[src/rtl/irq_vc_pkg.sv]
package irq_vc_pkg;

    typedef enum logic [2:0] {
        OFS_STATUS  = 3'd0,
        OFS_PENDING = 3'd1,
        OFS_ENABLE  = 3'd2,
        OFS_ACK     = 3'd3,
        OFS_EN_SET  = 3'd4,
        OFS_EN_CLR  = 3'd5,
        OFS_VECTOR  = 3'd6,
        OFS_MASTER  = 3'd7
    } reg_ofs_e;

    localparam int NUM_REGS       = 8;
    localparam int MASTER_OUT_BIT = 0;
    localparam int MASTER_CAP_BIT = 1;
    localparam int MASTER_W       = 2;

endpackage

[src/rtl/irq_vc_capture.sv]
module irq_vc_capture #(
    parameter int                    NUM_LINES = 32,
    parameter logic [NUM_LINES-1:0] EDGE_MASK  = '0
) (
    input  logic                 clk,
    input  logic                 rst_n,
    input  logic                 cap_en_i,
    input  logic [NUM_LINES-1:0] lines_i,
    output logic [NUM_LINES-1:0] set_o
);

    for (genvar g = 0; g < NUM_LINES; g++) begin : g_line
        if (EDGE_MASK[g]) begin : g_edge
            logic prev_d, prev_q;

            always_comb begin
                prev_d   = lines_i[g];
                set_o[g] = cap_en_i & lines_i[g] & ~prev_q;
            end

            always_ff @(posedge clk or negedge rst_n) begin
                if (!rst_n) prev_q <= 1'b0;
                else        prev_q <= prev_d;
            end
        end else begin : g_level
            always_comb set_o[g] = cap_en_i & lines_i[g];
        end
    end

endmodule

[src/rtl/irq_vc_prio.sv]
module irq_vc_prio #(
    parameter int NUM_LINES = 32,
    localparam int IDX_W    = (NUM_LINES > 1) ? $clog2(NUM_LINES) : 1
) (
    input  logic [NUM_LINES-1:0] req_i,
    output logic [IDX_W-1:0]     idx_o,
    output logic                 valid_o
);

    always_comb begin
        idx_o   = '0;
        valid_o = |req_i;
        for (int i = NUM_LINES - 1; i >= 0; i--) begin
            if (req_i[i]) idx_o = IDX_W'(i);
        end
    end

endmodule

[src/rtl/irq_vector_ctrl.sv]
module irq_vector_ctrl
    import irq_vc_pkg::*;
#(
    parameter int                    NUM_LINES = 32,
    parameter int                    DATA_W    = 32,
    parameter int                    ADDR_W    = 4,
    parameter logic [NUM_LINES-1:0] EDGE_MASK  = '0
) (
    input  logic                 clk,
    input  logic                 rst_n,
    input  logic [NUM_LINES-1:0] irq_lines_i,
    input  logic                 wr_en_i,
    input  logic [ADDR_W-1:0]    addr_i,
    input  logic [DATA_W-1:0]    wdata_i,
    output logic [DATA_W-1:0]    rdata_o,
    output logic                 irq_o
);

    localparam int IDX_W = (NUM_LINES > 1) ? $clog2(NUM_LINES) : 1;

    typedef struct packed {
        logic [NUM_LINES-1:0] status;
        logic [NUM_LINES-1:0] enable;
        logic [MASTER_W-1:0]  master;
        logic                 irq;
    } state_t;

    state_t               state_d, state_q;
    logic [NUM_LINES-1:0] status_q, enable_q, pending, cap_set, wval;
    logic [MASTER_W-1:0]  master_q;
    logic [IDX_W-1:0]     vec_idx;
    logic                 vec_valid;
    logic                 in_map;
    reg_ofs_e             ofs;

    assign status_q = state_q.status;
    assign enable_q = state_q.enable;
    assign master_q = state_q.master;
    assign pending  = status_q & enable_q;
    assign in_map   = (addr_i < ADDR_W'(NUM_REGS));
    assign ofs      = reg_ofs_e'(addr_i[2:0]);
    assign wval     = wdata_i[NUM_LINES-1:0];

    irq_vc_capture #(
        .NUM_LINES (NUM_LINES),
        .EDGE_MASK (EDGE_MASK)
    ) u_capture (
        .clk      (clk),
        .rst_n    (rst_n),
        .cap_en_i (master_q[MASTER_CAP_BIT]),
        .lines_i  (irq_lines_i),
        .set_o    (cap_set)
    );

    irq_vc_prio #(
        .NUM_LINES (NUM_LINES)
    ) u_prio (
        .req_i   (pending),
        .idx_o   (vec_idx),
        .valid_o (vec_valid)
    );

    // next-state: software write first, then hardware capture on top
    always_comb begin
        state_d = state_q;
        if (wr_en_i && in_map) begin
            case (ofs)
                OFS_STATUS: if (!master_q[MASTER_CAP_BIT]) state_d.status = wval;
                OFS_ENABLE: state_d.enable = wval;
                OFS_ACK:    state_d.status = status_q & ~wval;
                OFS_EN_SET: state_d.enable = enable_q | wval;
                OFS_EN_CLR: state_d.enable = enable_q & ~wval;
                OFS_MASTER: state_d.master = wdata_i[MASTER_W-1:0];
                default:    ;
            endcase
        end
        state_d.status = state_d.status | cap_set;
        state_d.irq    = master_q[MASTER_OUT_BIT] && (pending != '0);
    end

    always_ff @(posedge clk or negedge rst_n) begin
        if (!rst_n) state_q <= '0;
        else        state_q <= state_d;
    end

    always_comb begin
        rdata_o = '0;
        if (in_map) begin
            case (ofs)
                OFS_STATUS:  rdata_o = DATA_W'(status_q);
                OFS_PENDING: rdata_o = DATA_W'(pending);
                OFS_ENABLE:  rdata_o = DATA_W'(enable_q);
                OFS_VECTOR:  rdata_o = vec_valid ? DATA_W'(vec_idx) : '1;
                OFS_MASTER:  rdata_o = DATA_W'(master_q);
                default:     rdata_o = '0;
            endcase
        end
    end

    assign irq_o = state_q.irq;

endmodule

[config.mk]
export PLATFORM = sky130hd
export DESIGN_NAME = irq_vector_ctrl
export DESIGN_NICKNAME = d
export VERILOG_FILES = /design/src/rtl/irq_vc_pkg.sv /design/src/rtl/irq_vc_capture.sv /design/src/rtl/irq_vc_prio.sv /design/src/rtl/irq_vector_ctrl.sv
export SDC_FILE = /design/constraint.sdc
export NUM_CORES = 1
export LEC_CHECK = 0
export BUFFER_PORTS_ARGS = -buffer_cell sky130_fd_sc_hd__buf_2
export CAP_MARGIN = 20
export CORE_UTILIZATION = 24
export CTS_CLUSTER_DIAMETER = 150
export CTS_CLUSTER_SIZE = 20
export DETAILED_ROUTE_END_ITERATION = 10
export PLACE_DENSITY = 0.42
export SYNTH_ARGS = -nofsm -noshare
export SYNTH_HDL_FRONTEND = slang
export SYNTH_SLANG_ARGS = --single-unit
[constraint.sdc]
create_clock -name clk -period 2.8 [get_ports clk]
set_input_delay 0.28 -clock clk [delete_from_list [all_inputs] [get_ports clk]]
set_output_delay 0.28 -clock clk [all_outputs]
set_load 0.02 [all_outputs]
### Yosys cells after proc, flatten, opt, wreduce, memory -nomap -nowiden

Cells that the tools add are included.
W data, S select, Z words.

* reductions and logical operators: 8
* bitwise gates (word level): 38
* equal/unequal tests: 7
* magnitude comparators: 1
* mux-type cells: 40

Operator list (number)
* $mux W5: 32
* $pmux W32 S5: 1
* $and A32 B32 Y32: 3
* $mux W32: 3
* $pmux W32 S3: 1
* $mux W66: 1
* $or A32 B32 Y32: 2
* $pmux W32 S2: 1
* $and A1 B1 Y1: 32
* $not A32 Y32: 1
* $reduce_bool A32 Y1: 1
* $reduce_or A32 Y1: 1
* $eq A3 B3 Y1 const B: 4
* $eq A3 B2 Y1 const B: 2
* $lt A4 B4 Y1 const B: 1
* $reduce_and A2 Y1: 2
* $eq A3 B1 Y1 const B: 1
* $logic_not A3 Y1: 1
* $reduce_bool A3 Y1: 1
* $logic_and A1 B1 Y1: 2
* $mux W2: 1

* register bits after elaboration: 67
* logic and storage cells: 98
* output and inout port bits: 33

### Depth between registers and ports, before layout

Gate-level depths: netlist of the first run.

* depth after elaboration: 36
* depth in mapped cells: 8

### Modules after synthesis

From an unflattened synthesis of the first run, not the netlist that was laid out.

* cells, all modules: 790
* area total of the unflattened synthesis: 5708.0 sq um

Modules (own cells, without submodules)
* irq_vector_ctrl: cells an instance 690, area an instance 5067.4 sq um, sequential area each 1676.6 sq um, instances 1
* irq_vc_prio: cells an instance 65, area an instance 385.4 sq um, sequential area each 0.0 sq um, instances 1
* irq_vc_capture: cells an instance 35, area an instance 255.2 sq um, sequential area each 0.0 sq um, instances 1

### Worst setup path before layout of the first run

No wires, ideal clock.

* path kind: register to output
* start point: register state_q, in the netlist status_q[18]
* end point: output rdata_o[10]
* cell stages (with the launch flop): 7
* path buffers: 1
* path slack: 0.667 ns
* arrival time: 1.853 ns
* cells stage by stage: dfrtp_1 > a22o_1 > nand4bb_4 > nor4_4 > nand3_2 > buf_2 > a21oi_1

* cells in the longest elaborated chain, start to end: 5

RTL lines
* start, declared: line irq_vector_ctrl.sv:28 `state_t state_d, state_q;`
* start signal, assigned: line irq_vector_ctrl.sv:83 `else state_q <= state_d;`
* $and A32 B32 Y32: line irq_vector_ctrl.sv:39 `assign pending = status_q & enable_q;`
* $reduce_or A32 Y1: line irq_vc_prio.sv:12 `valid_o = |req_i;`
* $mux W32: line irq_vector_ctrl.sv:93 `OFS_VECTOR: rdata_o = vec_valid ? DATA_W'(vec_idx) : '1;`
* $pmux W32 S5: line irq_vector_ctrl.sv:89 `case (ofs)`
* $mux W32: line irq_vector_ctrl.sv:88 `if (in_map) begin`
* end, declared: line irq_vector_ctrl.sv:15 `output logic [DATA_W-1:0] rdata_o,`

Every way passes these cells.

### Worst setup path in the final report of the first run

* start point: register state_q, in the netlist status_q[28]
* end point: output rdata_o[17]

Same word-level chain as after synthesis.

==> results of run 1 <==
-- per-layer routing --
| metal | track usage [%] | share of wire (%) |
|---|---|---|
| met1 | 26.1 | 49 |
| met2 | 28.2 | 43 |
| met3 | 4.52 | 6.2 |
| met4 | 6.12 | 1.7 |
| met5 | 0 | 0 |
-- cell families (layout without fill, tap and decap cells) --
logic type | Yosys count | in the layout | share of synthesized area [%]
AO/OA/AOI/OAI | 280 | 280 | 38.9
buffers and inverters | 46 | 149 | 4.38
flip-flops | 67 | 67 | 36.0
multiplexers | 1 | 1 | 0.242
AND/OR/NAND/NOR | 202 | 202 | 20.4
-- final timing paths --
check	startpoint	end	slack, ns	cells after the start
setup reg to reg	master_q[1]$_DFFE_PN0P_	status_q[21]$_DFF_PN0_	1.05	5
max in group asynchronous	rst_n	status_q[0]$_DFF_PN0_	2.05	3
min in group asynchronous	rst_n	status_q[10]$_DFF_PN0_	0.54	3
hold reg to reg	enable_q[13]$_DFFE_PN0P_	enable_q[13]$_DFFE_PN0P_	0.53	1
hold / removal	irq_lines_i[29]	status_q[29]$_DFF_PN0_	0.16	3
setup / recovery	status_q[28]$_DFF_PN0_	rdata_o[17]	0.15	7
-- worst min-delay path, delay by kind of cell --
| kind | cells | cell delay, ns |
|---|---|---|
| AOI/OAI and AO/OA | 1 | 0.07 |
| buffers and inverters | 1 | 0.07 |
| and+or+nand+nor | 1 | 0.06 |
-- repair_timing --
action                                 CTS  global route
endpoints found under the hold margin    0             1
pin swaps                                0             1
buffers inserted                         0             0
setup endpoints to repair               17            16
resized for setup                        4             0
hold buffers                             0             1
-- per-stage QoR --
step	util (%)	cell area, um2	worst slack (ns)
6_report	31.1	5860	0.145
5_1_grt	31.1	5860	0.0390
4_1_cts	31.0	5830	0.0379
3_5_place_dp	29.3	5510	0.321
3_3_place_gp	29.3	5510	0.375
2_1_floorplan	-	4650	0.667
-- flip-flops by register name, indices dropped and copies added, names as in the netlist --
signal,cells
enable_q,32
status_q,32
master_q,2
irq_o,1
-- area by class of cell --
type	count	area share, %
Multi-Input combinational cell	483	47.7
Tap cell	260	5.55
Sequential cell	67	28.6
Clock inverter	5	0.897
Timing Repair Buffer	131	12.9
Inverter	2	0.128
Clock buffer	11	4.14
-- layout by cell type (no fill, tap or decap), drive strengths merged, types with 2 or more instances in the layout --
master	netlist	final
nor2	45	45
a32o	2	2
nand2b	10	10
clkbuf	31	11
nor3	3	3
inv	2	2
a22oi	41	41
a22o	26	26
a21o	24	24
nor2b	28	28
a21oi	65	65
nand4	2	2
a32oi	10	10
a211oi	2	2
o21ai	95	95
or2	6	6
dfrtp	67	67
clkinv	0	3
a31oi	3	3
nand2	93	93
buf	13	130
nand3	8	8
a222oi	3	3
o2111ai	2	2
a211o	2	2
or3	2	2
-- power by group through the flow --
stage          sequential (mW)  combinational (mW)  clock, mW
2_1_floorplan             1.38               0.838          0
3_3_place_gp              1.46                1.21          0
3_5_place_dp              1.47                1.22          0
4_1_cts                   1.46                1.23       1.18
5_1_grt                   1.51                1.37       1.22
6_report                  1.47                1.22       1.15
==> metrics.csv, run 1 <==
metric,value,unit
CP top delay family,simple AND/OR/NAND/NOR gates,
DRT antenna net count,0,
Gate Count Post-Synth,596,
1st-iter DRT viols,379,
clock skew,0.00757,ns
"Seq/Total Area, Yosys",36.0,%
P_leak,2.43,nW
Sw Ratio,36.9,%
drt wl/cell,18.8,um
I/O Buffers,103,
Worst-path clk slew,0.06,ns
WS Path Type,reg -> out,
Hold Path Class,in -> reg,
area occupied by multi-input gates,2800,um2
WP data required,2.52,ns
Layout area overhead,25.9,%
Final GP Congestion,0.790,
H-tree Lvls,3,
final critical path time including I/O delays and setup,2.65,ns
CTS root buffer,clkbuf_16,
unrepaired setup endpoints after global routing,no,
Fill cells,2024,
Synth Area per Inst,7.81,um2
CP Launch Type,flop,
Seq pwr share,38.3,%
clock share of power,29.9,%
routed wire length,18000,um
internal cell power,2.43,mW
Sw Pwr,1.42,mW
CP max-delay cell,dfrtp_1,
DP Wirelength,12600,um
buffers and inverters on the worst path,2,
TritonCTS clock tree,yes,
drt via density,5.21,
initial antenna violation count,0,
initial core utilization,24.7,%
ANT cells,0,
Max Cap Viol,0,
CP Cell Sequence,"a22oi_1, nand3_1, nor4_4, nand3_4, buf_6, a21oi_1, buf_2",
Synth area leaders,"dfrtp_1, o21ai_0, nand2_1",
sum of negative setup slack,0,ns
grt total ovfl,0,
crit-path max FO,17,
Synthesized Nets,667,
GRT Overall Usage,18.7,%
CORE AREA,18800,um2
leading cell types by count after synthesis,"o21ai_0, nand2_1, dfrtp_1, a21oi_1, nor2_1",
status,finished clean,
Max Clock Freq,0.377,GHz
num rows,50,
DR vias,4992,
Least-Margin Pin Slew,0.458,ns
Yosys top cell area share,36.0,%
top_reg_cell synth,dfrtp_1,
worst skew pair latency,0.35,ns
arrival time at the worst endpoint,2.37,ns
VDD IR-drop max,0.000319,V
DRT Pass-1 Iters,5,
Yosys reg bits,67,
Non-Filler Instances,959,
Die Ht,141,um
nets@finish,765,
Slew Limit Headroom,69.4,%
I/O pins,104,
CP max stage delay,0.42,ns
ys async rst share,100,%
Gate power share,31.8,%
Post-synth EDFFs,0,
largest area contributor in the netlist,dfrtp_1,
largest net degree at the start of global routing,38,
global-route wire length before repair,28400,um
Clock Sinks,67,
post-synthesis cell area,4650,um2
Pwr Total,3.84,mW
"Slew Viols, Final",0,
CTS max path bufs,2,
Synth cell types,45,
most common cell in the netlist,o21ai_0,
register area,1680,um2
"Hold Violations, Final",0,
crit share post-route,94.8,%
Crit. End Element,output pin,
Die Span X,141,um
Power Density,656,nW/um2
Setup Viol. Count Final,0,
Ys Warns,0,
layout cells sized above 1,24.3,%
die area,19900,um2
vias in the first global route,4862,
hold slack,0.165,ns
placed cell count,941,
residual DRC count,0,
cts bufs inserted,9,
No activity file was read; power rests on OpenSTA's default activity.
==> run 2, diff against run 1 <==
--- a/config.mk
+++ b/config.mk
@@ -7,11 +7,13 @@
 export LEC_CHECK = 0
 export BUFFER_PORTS_ARGS = -buffer_cell sky130_fd_sc_hd__buf_2
 export CAP_MARGIN = 20
+export CELL_PAD_IN_SITES_DETAIL_PLACEMENT = 2
+export CELL_PAD_IN_SITES_GLOBAL_PLACEMENT = 2
 export CORE_UTILIZATION = 24
 export CTS_CLUSTER_DIAMETER = 150
 export CTS_CLUSTER_SIZE = 20
 export DETAILED_ROUTE_END_ITERATION = 10
-export PLACE_DENSITY = 0.42
+export PLACE_DENSITY = 0.65
 export SYNTH_ARGS = -nofsm -noshare
 export SYNTH_HDL_FRONTEND = slang
 export SYNTH_SLANG_ARGS = --single-unit
==> run 2 against run 1 <==
Against the previous run: first-iteration DRC count decreased by 51%; combinational power is 7% higher; core utilization is 0.85 points higher; critical path type unchanged; largest cell class unchanged; highest routed layer unchanged.
==> metrics.csv, run 2 (same netlist as run 1, synthesis figures left out) <==
metric,value,unit,change
largest net degree at the start of global routing,46,,+21%
Setup Viol. Count Final,0,,unchanged
RR Endpoint,irq_o$_DFF_PN0_,,
CP max stage delay,0.43,ns,about the same
num rows,50,,unchanged
ANT cells,0,,unchanged
Layout area overhead,29.4,%,
"Slew Viols, Final",0,,unchanged
initial antenna violation count,0,,unchanged
H-tree Lvls,3,,unchanged
Die Ht,141,um,unchanged
CORE AREA,18800,um2,unchanged
Slew Limit Headroom,58.8,%,-11 points
drt wl/cell,20.8,um,+11%
Final GP Congestion,0.775,,-1.9%
sum of negative setup slack,0,ns,unchanged
Clock Sinks,67,,unchanged
final critical path time including I/O delays and setup,2.75,ns,+0.0966 ns
Fill cells,2217,,+9.5%
hold depth,3,,unchanged
Hold Path Sink,status_q[27]$_DFF_PN0_,,
"commonest non-fill, non-tap cell in the layout",buf_2,,
Worst R2R Start,status_q[18]$_DFF_PN0_,,
I/O pins,104,,unchanged
clock skew,0.00697,ns,-0.000598 ns
routed wire length,20200,um,+12%
DRT Pass-1 Iters,5,,unchanged
CP max-delay cell,dfrtp_2,,
reg2reg setup slack,0.95,ns,-0.10 ns
most frequent cells in the layout,"buf_2, o21ai_0, nand2_1",,
worst skew pair latency,0.34,ns,about the same
Max Cap Viol,0,,unchanged
Hold Path Origin,irq_lines_i[27],,
die area,19900,um2,unchanged
1st-iter DRT viols,185,,-51%
GRT Overall Usage,20.6,%,+1.9 points
crit-path max FO,5,,-12
global-route wire length before repair,31600,um,+11%
Power Density,675,nW/um2,+2.8%
residual DRC count,0,,unchanged
initial core utilization,24.7,%,unchanged
CP Cell Sequence,"a22o_1, nand4bb_4, nor4_4, nand3_4, buf_4, a21oi_1, buf_4",,
nets@finish,774,,+1.2%
TritonCTS clock tree,yes,,
Die Span X,141,um,unchanged
crit share post-route,98.3,%,+3.5 points
CP top delay family,simple AND/OR/NAND/NOR gates,,
Max Clock Freq,0.363,GHz,-3.5%
cell mode on critical path,buf_4,,
"Hold Violations, Final",0,,unchanged
R2R depth,5,,unchanged
CTS max path bufs,2,,unchanged
drt via density,5.37,,+3.2%
DR vias,5202,,+4.2%
Worst-path clk slew,0.06,ns,about the same
Hold Path Class,in -> reg,,
WP data required,2.52,ns,about the same
Crit. End Element,output pin,,
Least-Margin Pin Slew,0.618,ns,+0.159 ns
CP Launch Type,flop,,
CTS root buffer,clkbuf_16,,
VDD IR-drop max,0.000279,V,-13%
arrival time at the worst endpoint,2.47,ns,+0.10 ns
vias in the first global route,5546,,+14%
WS Path Type,reg -> out,,
buffers and inverters on the worst path,2,,unchanged
P_leak,2.49,nW,+2.5%
status,finished clean,,
I/O Buffers,103,,unchanged
grt total ovfl,0,,unchanged
unrepaired setup endpoints after global routing,yes,,
cts bufs inserted,9,,unchanged
DP Wirelength,14300,um,+13%
DRT antenna net count,0,,unchanged
layout cells sized above 1,26.3,%,+2.0 points
Pwr Total,4.06,mW,+5.6%
[run 2: cell types whose count changed in the layout (fill, tap and decap cells not counted), sizes merged]
cell	before	now
bufinv	1	2
clkbuf	11	13
clkinv	3	1
nand3	8	9
buf	130	137
[run 2: where the power goes]
part / switching [mW] / internal (mW) / leakage [nW] / total [mW]
sequential: 0.296 / 1.19 / 0.742 / 1.48
clock: 0.454 / 0.828 / 0.159 / 1.28
combinational: 0.743 / 0.554 / 1.59 / 1.30
total: 1.49 / 2.57 / 2.49 / 4.06
[run 2: worst max path at each step]
stage / startpoint / end / slack (ns) / depth (start not counted)
3_3_place_gp: status_q[20]$_DFF_PN0_ / rdata_o[0] / 0.36 / 8
2_1_floorplan: status_q[18]$_DFF_PN0_ / rdata_o[10] / 0.67 / 6
3_5_place_dp: status_q[20]$_DFF_PN0_ / rdata_o[0] / 0.26 / 8
5_1_grt: enable_q[18]$_DFFE_PN0P_ / rdata_o[0] / -0.05 / 8
6_report: status_q[18]$_DFF_PN0_ / rdata_o[9] / 0.05 / 7
4_1_cts: status_q[28]$_DFF_PN0_ / rdata_o[0] / 0.04 / 8
[run 2: area by class of cell]
| cell class | instances | area (um2) | area share, % |
|---|---|---|---|
| Clock buffer | 12 | 256 | 4.26 |
| Sequential cell | 67 | 1680 | 27.9 |
| Multi-Input combinational cell | 484 | 2830 | 46.9 |
| Clock inverter | 4 | 72.6 | 1.21 |
| Tap cell | 260 | 325 | 5.41 |
| Inverter | 2 | 7.51 | 0.125 |
| Timing Repair Buffer | 139 | 852 | 14.2 |
[run 2: what timing repair did]
action / in CTS / in global routing
resized for setup: 4 / 17
buffers inserted: 0 / 6
pin swaps: 1 / 4
hold endpoints to repair: 22 / 0
hold buffers: 1 / 0
setup endpoints to repair: 16 / 17
cloned: 0 / 2
[run 2: metrics by stage]
stage                     worst slack [ns]  instance area [um2]  hold slack (ns)  instances  util (%)
final                               0.0488                 6020            0.166        968      32.0
after detailed placement             0.257                 5530            0.338        943      29.3
after global placement               0.361                 5530            0.332        943      29.3
after global routing               -0.0514                 6020            0.177        968      32.0
after floorplan                      0.667                 4650          -0.0156        596         -
after CTS                           0.0376                 5890            0.158        960      31.3
[run 2: metal layers]
| layer | global-route usage, % | up-vias | part of all wire [%] |
|---|---|---|---|
| met5 | 0 | - | 0 |
| met4 | 5.43 | 0 | 1.5 |
| met3 | 2.99 | 19 | 2.7 |
| met2 | 36.1 | 96 | 50 |
| met1 | 26.3 | 2694 | 45 |
| li1 | - | 2393 | - |
[run 2: tightest hold or removal path, stage by stage]
cell and delay [ns]:
buf_2 0.07, a22oi_1 0.07, nand2_1 0.05
==> run 3, diff against run 2 <==
--- a/config.mk
+++ b/config.mk
@@ -5,7 +5,6 @@
 export SDC_FILE = /design/constraint.sdc
 export NUM_CORES = 1
 export LEC_CHECK = 0
-export BUFFER_PORTS_ARGS = -buffer_cell sky130_fd_sc_hd__buf_2
 export CAP_MARGIN = 20
 export CELL_PAD_IN_SITES_DETAIL_PLACEMENT = 2
 export CELL_PAD_IN_SITES_GLOBAL_PLACEMENT = 2
@@ -13,7 +12,8 @@
 export CTS_CLUSTER_DIAMETER = 150
 export CTS_CLUSTER_SIZE = 20
 export DETAILED_ROUTE_END_ITERATION = 10
-export PLACE_DENSITY = 0.65
+export DONT_BUFFER_PORTS = 1
+export PLACE_DENSITY = 0.57
 export SYNTH_ARGS = -nofsm -noshare
 export SYNTH_HDL_FRONTEND = slang
 export SYNTH_SLANG_ARGS = --single-unit
==> run 3 against run 2 <==
Against the previous run: setup slack improved by 0.11 ns; final area fell by 8.5%; combinational power decreased by 12%; final cell count shrank 9.3%; clock skew is 0.0020 ns lower; core utilization decreased by 2.7 points; clock power shrank 16%; global-route usage fell by 0.58 points; register-to-register slack worse by 0.12 ns; routed wire length fell by 3.5%; via count down 7.0%; critical endpoint is now rdata_o[18].
==> metrics.csv, run 3 (same netlist as run 1, synthesis figures left out) <==
metric,value,unit,change
drt via density,5.51,,+2.5%
VDD IR-drop max,0.000282,V,+1.0%
Crit. Startpoint,status_q[28]$_DFF_PN0_,,
clock skew,0.00500,ns,-0.00197 ns
die area,19900,um2,unchanged
CORE AREA,18800,um2,unchanged
R2R depth,5,,unchanged
"commonest non-fill, non-tap cell in the layout",o21ai_0,,
arrival time at the worst endpoint,2.36,ns,-0.11 ns
CTS root buffer,clkbuf_16,,
Max Cap Viol,0,,unchanged
num rows,50,,unchanged
layout cells sized above 1,14.4,%,-12 points
Layout area overhead,18.3,%,
Pwr Total,3.71,mW,-8.7%
Slew Limit Headroom,55.4,%,-3.4 points
routed wire length,19500,um,-3.5%
Setup Viol. Count Final,0,,unchanged
PnR worst setup slack,0.155,ns,+0.107 ns
DR vias,4836,,-7.0%
Worst-path clk slew,0.06,ns,about the same
Hold Path Class,in -> reg,,
nets@finish,685,,-11%
residual DRC count,0,,unchanged
ANT cells,0,,unchanged
Max Clock Freq,0.378,GHz,+4.0%
CP Launch Type,flop,,
unrepaired setup endpoints after global routing,no,,
RR Endpoint,status_q[25]$_DFF_PN0_,,
Least-Margin Pin Slew,0.668,ns,+0.0508 ns
reg2reg setup slack,0.83,ns,-0.12 ns
Final GP Congestion,0.771,,-0.45%
crit share post-route,94.5,%,-3.8 points
CTS max path bufs,2,,unchanged
I/O Buffers,0,,-100%
Setup crit end,rdata_o[18],,
most frequent cells in the layout,"o21ai_0, nand2_1, dfrtp_1",,
hold slack,0.0630,ns,-0.103 ns
H-tree Lvls,3,,unchanged
crit-path max FO,17,,+12
global-route wire length before repair,30500,um,-3.3%
WS Path Type,reg -> out,,
GRT Overall Usage,20.0,%,-0.58 points
"Slew Viols, Final",0,,unchanged
status,finished clean,,
I/O pins,104,,unchanged
Die Ht,141,um,unchanged
final critical path time including I/O delays and setup,2.64,ns,-0.107 ns
DRT antenna net count,0,,unchanged
1st-iter DRT viols,153,,-17%
TritonCTS clock tree,yes,,
worst skew pair latency,0.34,ns,about the same
"Hold Violations, Final",0,,unchanged
Power Density,673,nW/um2,-0.23%
Crit. End Element,output pin,,
WP data required,2.52,ns,about the same
cts bufs inserted,9,,unchanged
Clock Sinks,67,,unchanged
Die Span X,141,um,unchanged
grt total ovfl,0,,unchanged
DP Wirelength,13600,um,-4.6%
initial antenna violation count,1,,+1
initial core utilization,24.7,%,unchanged
P_leak,2.09,nW,-16%
Place WS,0.335,ns,+0.0784 ns
Worst R2R Start,master_q[1]$_DFFE_PN0P_,,
DRT Pass-1 Iters,5,,unchanged
sum of negative setup slack,0,ns,unchanged
vias in the first global route,5229,,-5.7%
post-CTS setup buffer count,0,,unchanged
largest net degree at the start of global routing,68,,+48%
drt wl/cell,22.2,um,+6.4%
-- run 3: layout make-up --
class	count	area, um2
clock inverter	2	12.5
timing repair buffer	51	429
clock buffer	13	250
tap	260	325
inverter	2	7.51
fill	2187	13300
multi-input combinational	483	2800
sequential	67	1680
-- run 3: worst min path at each step --
stage / to / startpoint / cells after the start / slack (ns)
5_1_grt: status_q[5]$_DFF_PN0_ / wdata_i[5] / 2 / 0.05
6_report: status_q[29]$_DFF_PN0_ / wdata_i[29] / 2 / 0.06
3_5_place_dp: status_q[27]$_DFF_PN0_ / rst_n / 0 / -0.01
2_1_floorplan: enable_q[0]$_DFFE_PN0P_ / rst_n / 0 / -0.02
4_1_cts: status_q[29]$_DFF_PN0_ / wdata_i[29] / 2 / 0.05
3_3_place_gp: status_q[28]$_DFF_PN0_ / rst_n / 0 / -0.01
-- run 3: metrics by stage --
stage	instance area (um2)	utilization, %	cells
6_report	5510	29.2	878
2_1_floorplan	4650	-	596
3_3_place_gp	5150	27.4	860
4_1_cts	5490	29.1	878
5_1_grt	5510	29.2	878
3_5_place_dp	5180	27.5	861
-- run 3: report_power, final --
part,leakage [nW],internal [mW],switching (mW)
Clock,0.126,0.619,0.449
Combinational,1.23,0.505,0.641
Sequential,0.743,1.18,0.306
Total,2.09,2.31,1.40
-- run 3: per-layer routing --
metal  track usage (%)  up-vias  routed length [um]
met4              4.52        0                 180
met2              33.1       95                9330
li1                  -     2217                   -
met1              27.1     2510                9300
met3              3.43       14                 649
met5                 0        -                   0
-- run 3: worst max-delay path: stages, from the launching register on --
cell	delay (ns)
dfrtp_1	0.43
a22oi_1	0.25
nand3_1	0.20
nor4_4	0.40
nand3_4	0.16
buf_6	0.21
a21oi_1	0.18
buf_4	0.17
-- run 3: repair_timing --
item | CTS | global route
hold buffers | 2 | 0
pin swaps | 1 | 1
hold endpoints to repair | 67 | 0
setup endpoints to repair | 7 | 22
gates resized for setup | 2 | 3
